[src/rtl/own_sem_pkg.sv]
package own_sem_pkg;

    localparam int unsigned N_AGENT = 3;

    typedef enum logic [1:0] {
        AG_SW = 2'd0,
        AG_MG = 2'd1,
        AG_HW = 2'd2
    } agent_e;

    typedef logic [N_AGENT-1:0] own_vec_t;

    typedef struct packed {
        logic en;
        logic data;
    } wr_t;

    // Agents cleared by the device reset (software and hardware).
    localparam own_vec_t DEV_DOMAIN = own_vec_t'((1 << AG_SW) | (1 << AG_HW));

    // Highest index wins: hardware over manageability over software.
    function automatic own_vec_t pick_top(input own_vec_t req);
        own_vec_t res;
        res = '0;
        for (int i = 0; i < N_AGENT; i++) begin
            if (req[i]) res = own_vec_t'(1 << i);
        end
        return res;
    endfunction

endpackage

[src/rtl/own_sem_req.sv]
module own_sem_req
    import own_sem_pkg::*;
#(
    parameter int unsigned N = N_AGENT
) (
    input  wr_t [N-1:0]  wr,
    input  logic [N-1:0] suppress,
    output logic [N-1:0] set_req,
    output logic [N-1:0] clr_req
);

    for (genvar g = 0; g < N; g++) begin : g_agent
        always_comb begin
            set_req[g] = wr[g].en &  wr[g].data & ~suppress[g];
            clr_req[g] = wr[g].en & ~wr[g].data & ~suppress[g];
        end
    end

endmodule

[src/rtl/own_sem_arb.sv]
module own_sem_arb
    import own_sem_pkg::*;
(
    input  own_vec_t own_q,
    input  own_vec_t set_req,
    input  own_vec_t clr_req,
    output own_vec_t own_d
);

    always_comb begin
        if (own_q != '0) begin
            // Held: only the owner's release matters; other bits stay clear.
            own_d = own_q & ~clr_req;
        end else begin
            own_d = pick_top(set_req);
        end
    end

endmodule

[src/rtl/own_sem_top.sv]
module own_sem_top
    import own_sem_pkg::*;
(
    input  logic       clk,
    input  logic       pwr_rst,
    input  logic       dev_rst,
    input  logic       sw_we,
    input  logic       sw_wd,
    input  logic       mg_we,
    input  logic       mg_wd,
    input  logic       hw_we,
    input  logic       hw_wd,
    output logic [2:0] own_rd,
    output logic [2:0] grant_oh
);

    wr_t [N_AGENT-1:0] wr;
    own_vec_t          suppress;
    own_vec_t          set_req;
    own_vec_t          clr_req;
    own_vec_t          own_d;
    own_vec_t          own_q;

    always_comb begin
        wr[AG_SW] = '{en: sw_we, data: sw_wd};
        wr[AG_MG] = '{en: mg_we, data: mg_wd};
        wr[AG_HW] = '{en: hw_we, data: hw_wd};
        suppress  = dev_rst ? DEV_DOMAIN : '0;
    end

    own_sem_req #(.N(N_AGENT)) u_req (
        .wr       (wr),
        .suppress (suppress),
        .set_req  (set_req),
        .clr_req  (clr_req)
    );

    own_sem_arb u_arb (
        .own_q   (own_q),
        .set_req (set_req),
        .clr_req (clr_req),
        .own_d   (own_d)
    );

    always_ff @(posedge clk) begin
        if (pwr_rst) begin
            own_q <= '0;
        end else if (dev_rst) begin
            own_q <= own_d & ~DEV_DOMAIN;
        end else begin
            own_q <= own_d;
        end
    end

    assign own_rd   = own_q;
    assign grant_oh = own_q;

    assert_onehot_R5: assert property (@(posedge clk) disable iff (pwr_rst)
        $onehot0(own_q));

    assert_pwr_clear_R1: assert property (@(posedge clk)
        pwr_rst |=> (own_q == '0));

    assert_mg_keep_R2: assert property (@(posedge clk) disable iff (pwr_rst)
        (dev_rst && !mg_we) |=> (own_q[AG_MG] == $past(own_q[AG_MG])));

    assert_dev_clear_R2: assert property (@(posedge clk) disable iff (pwr_rst)
        dev_rst |=> (!own_q[AG_SW] && !own_q[AG_HW]));

    assert_refused_R4: assert property (@(posedge clk) disable iff (pwr_rst || dev_rst)
        (sw_we && sw_wd && (own_q[AG_MG] || own_q[AG_HW])) |=> !own_q[AG_SW]);

    assert_release_R6: assert property (@(posedge clk) disable iff (pwr_rst || dev_rst)
        (own_q[AG_MG] && mg_we && !mg_wd) |=> (own_q == '0));

    assert_bystander_R7: assert property (@(posedge clk) disable iff (pwr_rst || dev_rst)
        (own_q[AG_HW] && sw_we && !sw_wd && !(hw_we && !hw_wd)) |=> own_q[AG_HW]);

    assert_hw_wins_R8: assert property (@(posedge clk) disable iff (pwr_rst || dev_rst)
        ((own_q == '0) && hw_we && hw_wd) |=> own_q[AG_HW]);

endmodule

[config.mk]
export PLATFORM = sky130hd
export DESIGN_NAME = own_sem_top
export DESIGN_NICKNAME = d
export VERILOG_FILES = /design/src/rtl/own_sem_pkg.sv /design/src/rtl/own_sem_req.sv /design/src/rtl/own_sem_arb.sv /design/src/rtl/own_sem_top.sv
export SDC_FILE = /design/constraint.sdc
export NUM_CORES = 1
export LEC_CHECK = 0
export BUFFER_PORTS_ARGS = -buffer_cell sky130_fd_sc_hd__buf_2
export CORE_AREA = 2 2 39 41
export DETAILED_ROUTE_END_ITERATION = 7
export DIE_AREA = 0 0 41 43
export PLACE_DENSITY = 0.45
export SLEW_MARGIN = 20
export SYNTH_ARGS = -nofsm -noshare
export SYNTH_HDL_FRONTEND = slang
export SYNTH_SLANG_ARGS = --single-unit
[constraint.sdc]
create_clock -name clk -period 2.9 [get_ports clk]
set_input_delay 0.29 -clock clk [delete_from_list [all_inputs] [get_ports clk]]
set_output_delay 0.29 -clock clk [all_outputs]
set_load 0.02 [all_outputs]
After elaboration in Yosys (flattened, before gate mapping). Index checks and enable logic that the tools add are counted.

Register bits: 3. Latch bits: 0. RAM bits: 0. Bits in read-only memories: 0. Input bits: 9. Output and inout bits: 6. Word-level logic and storage cells: 29. Memories kept: 0.

$add $sub $neg: 0. Multipliers: 0. Divide/modulo/power cells: 0. $lt $le $gt $ge: 0. Equal/unequal tests: 0. Shift operators: 0. Muxes and demuxes: 5. Bitwise gates (word level): 20. Reductions and logical operators: 2.

Operators by type and width (number): 1-bit bitwise AND (12); 3-bit 2-to-1 mux (3); 1-bit NOT (6); 3-bit bitwise AND (1); 3-bit NOT (1); 3-bit nonzero test (1); 2-bit 2-to-1 mux (1); 2-bit OR reduction (1); 1-bit 2-to-1 mux (1).

Longest topological paths before layout.
Word-level depth: 7. Gate-level depth with buffers: 3. Mapped depth without buffers: 3.

Hierarchy. A second synthesis with hierarchy kept.

Cells, all modules: 24. Area total of the unflattened synthesis: 240.2 um^2.

Modules (own cells, without submodules): own_sem_top (times used 1, cells each 10, area an instance 107.6 um^2, sequential area each 60.1 um^2); own_sem_arb (times used 1, cells each 8, area an instance 68.8 um^2, sequential area each 0.0 um^2); own_sem_req (times used 1, cells each 6, area an instance 63.8 um^2, sequential area each 0.0 um^2).

Least setup slack after synthesis. No wires, ideal clock.

Kind: register to register. Start: reg own_q[0] (netlist: grant_oh[0]). End: reg own_q[0] (netlist: grant_oh[0]). Library setup time: 0.104 ns. Arrival: 0.927 ns. Required time: 2.796 ns. Path slack: 1.870 ns. Stages on the path, launching flop included: 4. Path buffers: 0. Period minus slack after synthesis: 1.030 ns. Cell sequence: dfxtp_1 > nor3_2 > a41oi_1 > a2111oi_2.

Cells in the longest elaborated chain, start to end: 2. Elaborated cells on any way between the ends: 3. Those cells by class: mux (1); bitwise (1); reduce/logical (1).

RTL lines: start, declared (RTL line own_sem_top.sv:22) `own_vec_t own_q;`; start signal, assigned (RTL line own_sem_top.sv:49) `own_q <= own_d & ~DEV_DOMAIN;`; start signal, assigned (RTL line own_sem_top.sv:51) `own_q <= own_d;`; 3-bit nonzero test / 3-bit bitwise AND (equally long branches) (RTL line own_sem_arb.sv:11, own_sem_arb.sv:13); 3-bit 2-to-1 mux (*) (RTL line own_sem_arb.sv:11) `if (own_q != '0) begin`.

Every way passes the cells marked *; elsewhere a longest branch is shown, timed or not. A chain may end at the register's enable or synchronous reset.

Worst setup path after layout.
Start: reg own_q[0] (netlist: grant_oh[0]). End: out own_rd[0].

RTL lines: end, declared (RTL line own_sem_top.sv:13) `output logic [2:0] own_rd,`.

No word-level cell between the ends.

==> flow_summary.yaml <==
worst_setup_path:
  start_kind: "flop"
  path_cells: "buf_2"
  crit_type: "reg2out"
  path_delay_family: "flip-flops"
  reg2reg_from: "grant_oh[0]"
  worst-path-buf-inv: 1
  crit_path_max_fanout: 5
  regToRegSetupSlack_ps: 1870
  critPathMaxStageDelay_ps: 410
  worst-path-stages: 1
  r2r_cells: 3
  crit_required_ps: 2610
  slowest_stage: "dfxtp_1"
  crit_path_end_kind: "output port"
  cp.arrival_ps: 840
  rr_endpoint: "grant_oh[0]"
yosys:
  synthDominantCellAreaShare: 0.329
  yosys_register_bits: 3
  synthCells: 20
  syn_avg_cell_area_um2: 9.13
  synth_ff_type: "dfxtp_1"
  synth_common_cells: "buf_4 (3), dfxtp_1 (3), a2111oi_2 (2), inv_1 (2), nor2b_1 (2)"
  yosys.area.top_type: "dfxtp_1"
  synth-edff-count: 0
  postSynthNetCount: 29
  synthTopCellsByArea: "dfxtp_1 (33%), a2111oi_2 (16%), buf_4 (12%)"
  synth_seq_area_share: 0.329
  mappedNetlistArea_um2: 183
  synth_cell_type_count: 13
  synth-warning-count: 0
  synthArstFlopShare: 0
die:
  start_util: 0.132
  fp-row-count: 14
  ios: 15
  die_h_um: 43
  core_area_um2: 1380
  dieArea_um2: 1760
  die_w_um: 41
layout:
  final_core_util: 0.200
  largest_register_ffs: 3
  final_layout_size_suffix_gt1_frac: 0.571
  n_antenna_cell: 0
  finalNetCount: 45
  syn_to_final_growth_pct: 51.4
  fin_cells: 51
sta:
  min_period_ps: 1130
  hold_ws_ps: 254
  rsz0062_at_grt: "no"
  post-route-period-util: 0.390
  max_freq_mhz: 883
  setup_violations: 0
  setup_tns_ps: 0
  worst_slew_pin_slew_ps: 247
  slew_headroom: 0.835
  finClkSkew_ps: 3.99
  slew_violations: 0
  finalHoldViolations: 0
clock_network:
  cts_tree: "built"
  cts_buffers: 3
  cts.clk_slew.worst_paths_ps: 40
  clk_path_buf_depth: 2
  cts_resized: 0
  post_cts_buffers: 0
  cts-htree-levels: 1
  clk_latency_ps: 230
  cts_root_buf: "clkbuf_4"
  cts.sinks: 3
  hold_buffers: 0
hold_path:
  min_path_cells: 2
  worstHoldEndpoint: "grant_oh[0]"
  min_from: "sw_we"
  min_path_type: "in2reg"
grt:
  grt_pass1_wl_um: 862
  grt_usage: 0.0721
  grt_pass1_vias: 224
  grt-ovfl-total: 0
  grt_max_degree: 6
  antenna_found_initial: 0
drt:
  totalWireLength_um: 508
  num_vias: 211
  wl_per_cell_um: 9.96
  postRouteAntennaNets: 0
  drt_iter0_drc: 3
  firstDrtPassIters: 4
  route.detailed.drc: 0
  vias_per_cell: 4.14
power:
  power_mw: 0.148
  power.leakage_nw: 0.132
  peakVddDrop_mv: 0.203
  power_density_nw_per_um2: 534
placement:
  placedCellCount: 47
  port_buffers: 14
  gp_congestion: 0.673
run:
  cap_violations: 0
outcome:
  status: "finished, final reports clean"
-- final cells by class --
class,count,area [um^2]
Multi-Input combinational cell,12,92.6
Fill cell,166,1110
Clock buffer,4,26.3
Tap cell,16,20.0
Inverter,2,7.51
Sequential cell,3,60.1
Timing Repair Buffer,14,70.1
-- how the worst max path moves through the flow --
stage	startpoint	endpoint	slack, ps
finish	grant_oh[0]	own_rd[0]	1770
CTS	grant_oh[0]	own_rd[0]	1750
global route	grant_oh[0]	grant_oh[0]	1700
floorplan	grant_oh[0]	grant_oh[0]	1870
global placement	grant_oh[0]	grant_oh[0]	1840
detailed placement	grant_oh[0]	grant_oh[0]	1880
-- cell usage in the layout, fill, tap and decap left out, drive strengths merged --
cell type	count
inv	2
a21oi	1
clkbuf	4
a31oi	1
a2111oi	2
nor2b	2
dfxtp	3
nor2	1
buf	14
nand3b	1
nor3	2
nand2	1
a41oi	1
-- layer usage --
layer,GRT usage,part of all wire
met1,0.0958,0.47
met2,0.0938,0.36
met3,0.0314,0.17
met4,0.0400,0
met5,0,0
-- kinds of logic after synthesis --
group                  share of synthesized area
AO/OA/AOI/OAI                              0.274
buffers and inverters                      0.164
AND/OR/NAND/NOR                            0.233
flip-flops                                 0.329
-- stage by stage --
step / worst slack [ps] / instance area [um^2]
finish: 1770 / 277
global route: 1700 / 277
CTS: 1750 / 277
detailed placement: 1880 / 250
global placement: 1840 / 250
floorplan: 1870 / 183
-- power breakdown --
part	switching (mW)	internal, mW	total (mW)	leakage (nW)
Sequential	0.00262	0.0436	0.0462	0.0245
Combinational	0.0160	0.0120	0.0280	0.0920
Clock	0.0219	0.0516	0.0735	0.0150
Total	0.0405	0.107	0.148	0.132
Power figures use the tool's default switching activity.
